$ cat src/rtl/led_seq_pkg.sv
// Package: shared constants and types for the output sequencer.
// Assumes: the default sizes are used as module parameter defaults only.
package led_seq_pkg;

    localparam int unsigned SEQ_OUTS   = 8;  // sequenced devices
    localparam int unsigned SEQ_PRE_W  = 7;  // step timer width
    localparam int unsigned SEQ_ACC_W  = 8;  // step accumulator width
    localparam int unsigned CFG_DATA_W = 8;  // host write data width

    // Sequencing phase; the value is also the direction output.
    typedef enum logic {
        PH_DOWN = 1'b0,
        PH_UP   = 1'b1
    } phase_e;

    // Register select codes on the host write port.
    typedef enum logic {
        CFG_RUN    = 1'b0,
        CFG_PERIOD = 1'b1
    } cfg_sel_e;

endpackage

$ cat src/rtl/led_seq_cfg_regs.sv
// Module: host-written configuration registers (run flag, step period).
// Assumes: write strobe is synchronous to clk; DATA_W >= PRE_W.
module led_seq_cfg_regs
    import led_seq_pkg::*;
#(
    parameter int unsigned PRE_W      = SEQ_PRE_W,
    parameter int unsigned DATA_W     = CFG_DATA_W,
    parameter logic [PRE_W-1:0] PERIOD_RST = '1
) (
    input  logic              clk,
    input  logic              rst_n,
    input  logic              wr_en,
    input  logic              wr_sel,
    input  logic [DATA_W-1:0] wr_data,
    output logic              run_en,
    output logic [PRE_W-1:0]  period
);

    logic             run_q;
    logic [PRE_W-1:0] period_q;

    // Run flag: loaded from data bit 0 on a write to the run register.
    always_ff @(posedge clk) begin
        if (!rst_n) begin
            run_q <= 1'b0;
        end else if (wr_en && (cfg_sel_e'(wr_sel) == CFG_RUN)) begin
            run_q <= wr_data[0];
        end
    end

    // Step period: loaded from the low data bits on a write to the period register.
    always_ff @(posedge clk) begin
        if (!rst_n) begin
            period_q <= PERIOD_RST;
        end else if (wr_en && (cfg_sel_e'(wr_sel) == CFG_PERIOD)) begin
            period_q <= wr_data[PRE_W-1:0];
        end
    end

    assign run_en = run_q;
    assign period = period_q;

endmodule

$ cat src/rtl/led_seq_prescaler.sv
// Module: step timer. A down-counter that reloads from the period and
// raises a registered one-cycle tick on each expiry (every period+1 cycles).
// Assumes: the period is sampled only at reload, so a change applies to
// the next interval. The counter holds the period while stopped.
module led_seq_prescaler
    import led_seq_pkg::*;
#(
    parameter int unsigned W = SEQ_PRE_W
) (
    input  logic         clk,
    input  logic         rst_n,
    input  logic         run,
    input  logic [W-1:0] reload,
    output logic         tick
);

    localparam logic [W-1:0] CNT_ZERO = '0;
    localparam logic [W-1:0] CNT_ONE  = W'(1);

    logic [W-1:0] cnt_q;
    logic         tick_q;

    // Countdown: preload while stopped, reload and pulse when expired.
    always_ff @(posedge clk) begin
        if (!rst_n) begin
            cnt_q  <= CNT_ZERO;
            tick_q <= 1'b0;
        end else if (!run) begin
            cnt_q  <= reload;
            tick_q <= 1'b0;
        end else if (cnt_q == CNT_ZERO) begin
            cnt_q  <= reload;
            tick_q <= 1'b1;
        end else begin
            cnt_q  <= cnt_q - CNT_ONE;
            tick_q <= 1'b0;
        end
    end

    assign tick = tick_q;

endmodule

$ cat src/rtl/led_seq_step_ctrl.sv
// Module: step engine. Keeps the per-phase step accumulator and the phase
// (direction), and sets or clears one output bit per step.
// Assumes: 2**ACC_W > N. A step is a single-cycle pulse from the step timer.
module led_seq_step_ctrl
    import led_seq_pkg::*;
#(
    parameter int unsigned N     = SEQ_OUTS,
    parameter int unsigned ACC_W = SEQ_ACC_W
) (
    input  logic             clk,
    input  logic             rst_n,
    input  logic             run,
    input  logic             step,
    output logic [N-1:0]     outs,
    output logic             dir_up,
    output logic [ACC_W-1:0] acc
);

    localparam logic [ACC_W-1:0] ACC_ZERO = '0;
    localparam logic [ACC_W-1:0] ACC_ONE  = ACC_W'(1);
    localparam logic [ACC_W-1:0] ACC_LAST = ACC_W'(N - 1);

    phase_e           phase_q;
    logic [ACC_W-1:0] acc_q;
    logic [N-1:0]     outs_q;
    logic             phase_end;

    assign phase_end = step && (acc_q == ACC_LAST);

    // Accumulator: cleared when idle and at each phase end, otherwise +1 per step.
    always_ff @(posedge clk) begin
        if (!rst_n || !run) begin
            acc_q <= ACC_ZERO;
        end else if (phase_end) begin
            acc_q <= ACC_ZERO;
        end else if (step) begin
            acc_q <= acc_q + ACC_ONE;
        end
    end

    // Phase: starts powering up, flips when a phase completes its N steps.
    always_ff @(posedge clk) begin
        if (!rst_n || !run) begin
            phase_q <= PH_UP;
        end else if (phase_end) begin
            phase_q <= (phase_q == PH_UP) ? PH_DOWN : PH_UP;
        end
    end

    // One register per output: set at its up-step, cleared at its down-step.
    for (genvar gi = 0; gi < N; gi++) begin : g_out
        localparam logic [ACC_W-1:0] UP_IDX = ACC_W'(gi);
        localparam logic [ACC_W-1:0] DN_IDX = ACC_W'(N - 1 - gi);

        logic set_bit;
        logic clr_bit;

        assign set_bit = step && (phase_q == PH_UP)   && (acc_q == UP_IDX);
        assign clr_bit = step && (phase_q == PH_DOWN) && (acc_q == DN_IDX);

        // Output bit gi: idle low, driven by its own set/clear step.
        always_ff @(posedge clk) begin
            if (!rst_n || !run) begin
                outs_q[gi] <= 1'b0;
            end else if (set_bit) begin
                outs_q[gi] <= 1'b1;
            end else if (clr_bit) begin
                outs_q[gi] <= 1'b0;
            end
        end
    end

    assign outs   = outs_q;
    assign dir_up = (phase_q == PH_UP);
    assign acc    = acc_q;

endmodule

$ cat src/rtl/led_ramp_sequencer.sv
// Module: top of the autonomous output sequencer. Joins the host
// registers, the step timer and the step engine.
// Assumes: host writes are already synchronous to clk_seq; reset is
// synchronous and active-low.
module led_ramp_sequencer
    import led_seq_pkg::*;
#(
    parameter int unsigned N_OUTS = SEQ_OUTS,
    parameter int unsigned PRE_W  = SEQ_PRE_W,
    parameter int unsigned ACC_W  = SEQ_ACC_W,
    parameter int unsigned DATA_W = CFG_DATA_W
) (
    input  logic              clk_seq,
    input  logic              rst_n,
    input  logic              cfg_we,
    input  logic              cfg_addr,
    input  logic [DATA_W-1:0] cfg_wdata,
    output logic [N_OUTS-1:0] seq_out,
    output logic              seq_dir_up,
    output logic              step_tc
);

    logic             run_en;
    logic [PRE_W-1:0] step_period;
    logic             step_tick;
    logic [ACC_W-1:0] step_acc;

    led_seq_cfg_regs #(
        .PRE_W  (PRE_W),
        .DATA_W (DATA_W)
    ) u_regs (
        .clk     (clk_seq),
        .rst_n   (rst_n),
        .wr_en   (cfg_we),
        .wr_sel  (cfg_addr),
        .wr_data (cfg_wdata),
        .run_en  (run_en),
        .period  (step_period)
    );

    led_seq_prescaler #(
        .W (PRE_W)
    ) u_timer (
        .clk    (clk_seq),
        .rst_n  (rst_n),
        .run    (run_en),
        .reload (step_period),
        .tick   (step_tick)
    );

    led_seq_step_ctrl #(
        .N     (N_OUTS),
        .ACC_W (ACC_W)
    ) u_steps (
        .clk    (clk_seq),
        .rst_n  (rst_n),
        .run    (run_en),
        .step   (step_tick),
        .outs   (seq_out),
        .dir_up (seq_dir_up),
        .acc    (step_acc)
    );

    assign step_tc = step_tick;

endmodule

$ cat config.mk
export PLATFORM = sky130hd
export DESIGN_NAME = led_ramp_sequencer
export DESIGN_NICKNAME = d
export VERILOG_FILES = /design/src/rtl/led_seq_pkg.sv /design/src/rtl/led_seq_cfg_regs.sv /design/src/rtl/led_seq_prescaler.sv /design/src/rtl/led_seq_step_ctrl.sv /design/src/rtl/led_ramp_sequencer.sv
export SDC_FILE = /design/constraint.sdc
export NUM_CORES = 1
export LEC_CHECK = 0
export ABC_AREA = 1
export CAP_MARGIN = 25
export CORE_ASPECT_RATIO = 1.5
export CORE_MARGIN = 2
export CORE_UTILIZATION = 30
export DETAILED_ROUTE_END_ITERATION = 12
export DONT_BUFFER_PORTS = 1
export HOLD_SLACK_MARGIN = 0.08
export PLACE_DENSITY = 0.47
export RECOVER_POWER = 100
export SETUP_SLACK_MARGIN = 0.2
export SLEW_MARGIN = 10
export SYNTH_ARGS = -nofsm -noshare
export SYNTH_HDL_FRONTEND = slang
export SYNTH_HIERARCHICAL = 1
export SYNTH_SLANG_ARGS = --single-unit
$ cat constraint.sdc
create_clock -name clk_seq -period 1.7 [get_ports clk_seq]
set_clock_uncertainty 0.15 [all_clocks]
set_input_delay 0.17 -clock clk_seq [delete_from_list [all_inputs] [get_ports clk_seq]]
set_output_delay 0.17 -clock clk_seq [all_outputs]
set_load 0.02 [all_outputs]
* Word-level counts from Yosys, hierarchy flattened
Index checks and enable logic that the tools add are counted.
** Word-level totals
- Register bits :: 33
- Bits in latches :: 0
- RAM bits :: 0
- Memory bits (read-only) :: 0
- Bits of input ports :: 12
- Output and inout bits :: 10
- Logic and storage cells :: 81
- Memories kept :: 0
** Cells by class
- Add/subtract/negate cells :: 2
- Multipliers :: 0
- Divide/modulo/power cells :: 0
- Order comparisons :: 0
- Eq/ne operators :: 7
- Shift-type cells :: 0
- Muxes and demuxes :: 20
- Bitwise operators :: 2
- Reduce and logical (&&, ||, !) cells :: 36
** Operators with widths (count)
- $eq A8 B3 Y1 const B :: 4
- $logic_and A1 B1 Y1 :: 21
- $mux W1 :: 18
- $eq A8 B2 Y1 const B :: 2
- $reduce_bool A2 Y1 :: 8
- $mux W7 :: 2
- $add A8 B1 Y8 const B :: 1
- $eq A8 B1 Y1 const B :: 1
- $logic_not A8 Y1 :: 1
- $logic_not A7 Y1 :: 1
- $sub A7 B1 Y7 const B :: 1
- $logic_not A1 Y1 :: 2
- $not A1 Y1 :: 2
- $reduce_and A2 Y1 :: 1
- $reduce_or A2 Y1 :: 1
- $logic_or A1 B1 Y1 :: 1

* Depth between registers and ports, before layout
- Depth in word-level cells :: 5
- Depth in mapped cells :: 9
- Gate-level depth less buffers :: 9

* Hierarchy
Netlist, hierarchy kept.
** By module, submodules not included
- led_seq_step_ctrl :: times used 1, cells each 126, area an instance 869.6 µm², seq. area each 340.3 µm²
- led_seq_prescaler :: times used 1, cells each 75, area an instance 493.0 µm², seq. area each 160.2 µm²
- led_seq_cfg_regs :: times used 1, cells each 38, area an instance 287.8 µm², seq. area each 160.2 µm²

* Worst setup path after synthesis
Ideal clock, no wire load.
- Path type :: flip-flop to flip-flop
- Start point :: reg u_timer.cnt_q[0]
- End point :: reg u_timer.cnt_q[5]
- Library setup time :: 0.112 ns
- Arrival time :: 1.113 ns
- Required time :: 1.438 ns
- Setup slack :: 0.325 ns
- Cell stages (with the launch flop) :: 10
- Clock period less this slack :: 1.375 ns
- Cells stage by stage :: dfxtp_1 -> inv_1 -> ha_1 -> inv_1 -> nor2_1 -> nand3_4 -> nand2_4 -> nand2_1 -> nand2_1 -> nor2_1
** Between the ends
- Longest elaborated chain between the ends :: 3
** Ends and longest elaborated chain
- from (decl) :: RTL line led_seq_prescaler.sv:20 : logic [W-1:0] cnt_q;
- from (signal assigned) :: RTL line led_seq_prescaler.sv:29 : cnt_q <= reload;
- from (signal assigned) :: RTL line led_seq_prescaler.sv:32 : cnt_q <= reload;
- from (signal assigned) :: RTL line led_seq_prescaler.sv:35 : cnt_q <= cnt_q - CNT_ONE;
- $sub A7 B1 Y7 or $logic_not A7 Y1 (tied branches) :: RTL line led_seq_prescaler.sv:35, led_seq_prescaler.sv:31
- $mux W7 * :: RTL line led_seq_prescaler.sv:31 : end else if (cnt_q == CNT_ZERO) begin
- $mux W7 * :: RTL line led_seq_prescaler.sv:28 : end else if (!run) begin
Every way passes the cells marked *; elsewhere a longest branch is shown, timed or not.
A chain may end at the register's enable or synchronous reset.

* Worst setup path after layout
- Start point :: reg u_steps.acc_q[1], in the netlist u_steps/acc[1]
- End point :: reg u_steps.acc_q[2], in the netlist u_steps/acc[2]
** Between the ends
- Longest elaborated chain between the ends :: 3
** Ends and longest elaborated chain
- from (decl) :: RTL line led_seq_step_ctrl.sv:24 : logic [ACC_W-1:0] acc_q;
- from (signal assigned) :: RTL line led_seq_step_ctrl.sv:37 : acc_q <= acc_q + ACC_ONE;
- parallel branches: the longest is 3 deep, another holds $add A8 B1 Y8
Parallel ways; which one is timed is not known.

==> results.ini <==
[yosys]
yosysTopAreaCell=dfxtp_1
synth-seq-cells=33
syn_inst=239
synth-adder-area-share_pct=4.549
yosysWarnings=6
yosysUniqueCellTypes=22
synth_top_family_by_area=simple AND/OR/NAND/NOR gates
synth-simple-area-share_pct=42.08
netlist_top_cells_area=dfxtp_1 (40%), nand2_1 (16%), nand3_1 (8.8%), nor2_1 (6.8%), inv_1 (5.7%)
synth_compound_area_share_pct=4.852
muxShareOfSynthArea_pct=0
syn-num-nets=257
synth_seq_area_share_pct=40.03
syn-cell-area_sq_um=1650
synth_xor_area_share_pct=1.061
yosysTopAreaCellShare_pct=40.03
synth_area_per_cell_sq_um=6.905

[pwr]
seqPwrFrac_pct=49.8
p_per_area_nw_per_um2=834.0
p_leak_nw=0.8520
pwr-share-comb_pct=10.6
clockPowerShare_pct=39.6
power_switching_share_pct=24.71
p_sw_mw=0.4094
ir_worst_vdd_v=0.0003766
internal-power_mw=1.248

[clocking]
cts_buffers=5
insertion_delay_ps=290
cts.path.max_buffers=2
clk_pin_slew_ps=70
cts_tree=built
h-tree-depth=2
cts_root_buf=clkbuf_8
cts.sinks=33

[route]
ant_nets=0
vias=1481
route.detailed.drc=0
post_drt_wl_per_cell_um=11.07
drt-total-wl_um=3676
drtIter0Drc=43
via_per_inst=4.461
drtPass1Iterations=4

[setup_path]
crit_path_start=u_steps/acc[1]
max_stage_delay_ps=370
cp-start-kind=flip-flop
critPathBufInv=0
cp.required_ps=1720
crit_slowest_cell=dfxtp_2
crit_family=simple AND/OR/NAND/NOR gates
crit_arrival_ps=1500
path_class=flip-flop to flip-flop
cp-end-kind=flip-flop
reg2reg_from=u_steps/acc[1]
path_cells=ha_1, nand3_2, nor2_1, nand2_1, nand2_4, nor3_1
crit_path_max_fanout=8

[timing]
timing.final.max_slew_violations=0
hold_violations=0
tns_ps=0
fmax_mhz=676.3
slew-limit-headroom_pct=62.87
period_needed_ps=1479
period_share_pct=86.98
setup_viol=0
rsz0062_at_grt=true
worst_pin_slew_ps=555.1

[die]
rows=33
die_h_um=94.84
die_w_um=64.56
start_util_pct=30.51
dieArea_sq_um=6123
coreArea_sq_um=5409
io_pins=22

[global_route]
overflow=0
grt_max_degree=17
antenna_found_initial=0
grt.total_usage_pct=13.90
grt_pass1_vias=1427
grt_pass1_wl_um=6527

[run]
maxCapViolCount=0

[layout]
seqCellArea_sq_um=663.1
multiInputGateArea_sq_um=868.3
final_common_cell=nand2_1
post-route-util_pct=36.73
drive_above_1_share_pct=12.60
diodes=0
fillerInstances=599
layout.cells.most_common_list=nand2_1 (72), nor2_1 (32), dfxtp_1 (31)
area.growth.synth_to_final_pct=20.39
num-nets-final=279

[status]
outcome=finished clean

[min_path]
min_path_type=input pin to flip-flop
hp-start=rst_n

[placed_design]
dp_hpwl_um=2648
io_buffers=0
routabilityCongestion=0.7551

-- what timing repair did --
action                                 in CTS  in global routing
setup endpoints to repair                   5                 22
endpoints found under the hold margin      16                  0
buffers inserted                            0                  5
pin swaps                                   0                  2
gates resized for setup                     3                  7
hold buffers                               11                  0
-- worst reg2reg max path: stages, from the launching register on --
cell and delay (ps):
dfxtp_2 370, ha_1 220, nand3_2 80, nor2_1 210
nand2_1 140, nand2_4 130, nor3_1 60
-- per-stage QoR --
step           power [mW]  cells  cell area, sq um  hold WS (ps)  setup WS, ps
2_1_floorplan      0.9569    239              1650         133.2         325.3
3_3_place_gp       0.9784    308              1735         105.4         181.2
3_5_place_dp       0.9794    308              1735         110.0         180.7
4_1_cts             1.680    327              1951         138.2         224.2
5_1_grt             1.754    332              1987         185.9         111.8
6_report            1.657    332              1987         162.1         221.3
-- flip-flops by register name, summed over array words and instances (netlist names) --
| name | count |
|---|---|
| u_steps/dir_up | 1 |
| u_steps/acc | 8 |
| u_timer/cnt_q | 7 |
| u_regs/run_en | 1 |
| u_timer/tick | 1 |
| u_regs/period | 7 |
| u_steps/outs | 8 |
-- cells by family (layout without fill, tap and decap cells) --
kind of cell             count (synthesis)  after routing
AO/OA/AOI/OAI                           16             16
XOR/XNOR                                 2              2
adder cells (fa/ha/maj)                  6              6
buffers and inverters                   31             54
flip-flops                              33             33
AND/OR/NAND/NOR                        151            151
-- metal layers --
metal  wire [um]  track usage, %  up-vias
met3         135           3.695        5
met1        1431           14.11      660
met2        2040           26.13       23
met5           0               0        -
li1            -               -      793
met4          68           6.383        0
-- path summary, 6_finish.rpt --
path | endpoint | slack (ps) | cells after the start
worst min-delay path | u_steps/outs[0] | 160 | 2
worst max register to register | u_steps/acc[2] | 220 | 6
worst min register to register | u_regs/period[4] | 320 | 2
worst max-delay path | u_steps/acc[2] | 220 | 6
-- synthesized netlist by cell type --
| library cell | instances |
|---|---|
| nand3_1 | 29 |
| nand2_4 | 2 |
| inv_2 | 3 |
| nor3_4 | 1 |
| nor2_4 | 1 |
| dfxtp_1 | 33 |
| xor2_1 | 1 |
| nor2_2 | 6 |
| nand3b_1 | 2 |
| ha_1 | 6 |
| nor3_1 | 1 |
| buf_4 | 1 |
| nand2_2 | 1 |
| nand2_1 | 72 |
| nand4_1 | 4 |
| nor2_1 | 30 |
| inv_1 | 25 |
| a21oi_1 | 16 |
| nand3_4 | 1 |
| nand3_2 | 1 |
| buf_2 | 2 |
| xnor2_1 | 1 |
-- layout make-up --
class	instances	share of cell area [%]
clock inverter	1	0.2519
tap	70	4.408
sequential	33	33.38
clock buffer	7	4.849
multi-input combinational	175	43.70
timing repair buffer	18	8.123
inverter	28	5.290
-- power by group through the flow --
stage               clock network (mW)  registers, mW  logic [mW]
global placement                     0          0.842       0.136
global route                     0.724          0.829       0.201
CTS                              0.689          0.825       0.166
finish                           0.657          0.825       0.175
floorplan                            0          0.838       0.119
detailed placement                   0          0.843       0.137
(Power assumes the default switching activity.)
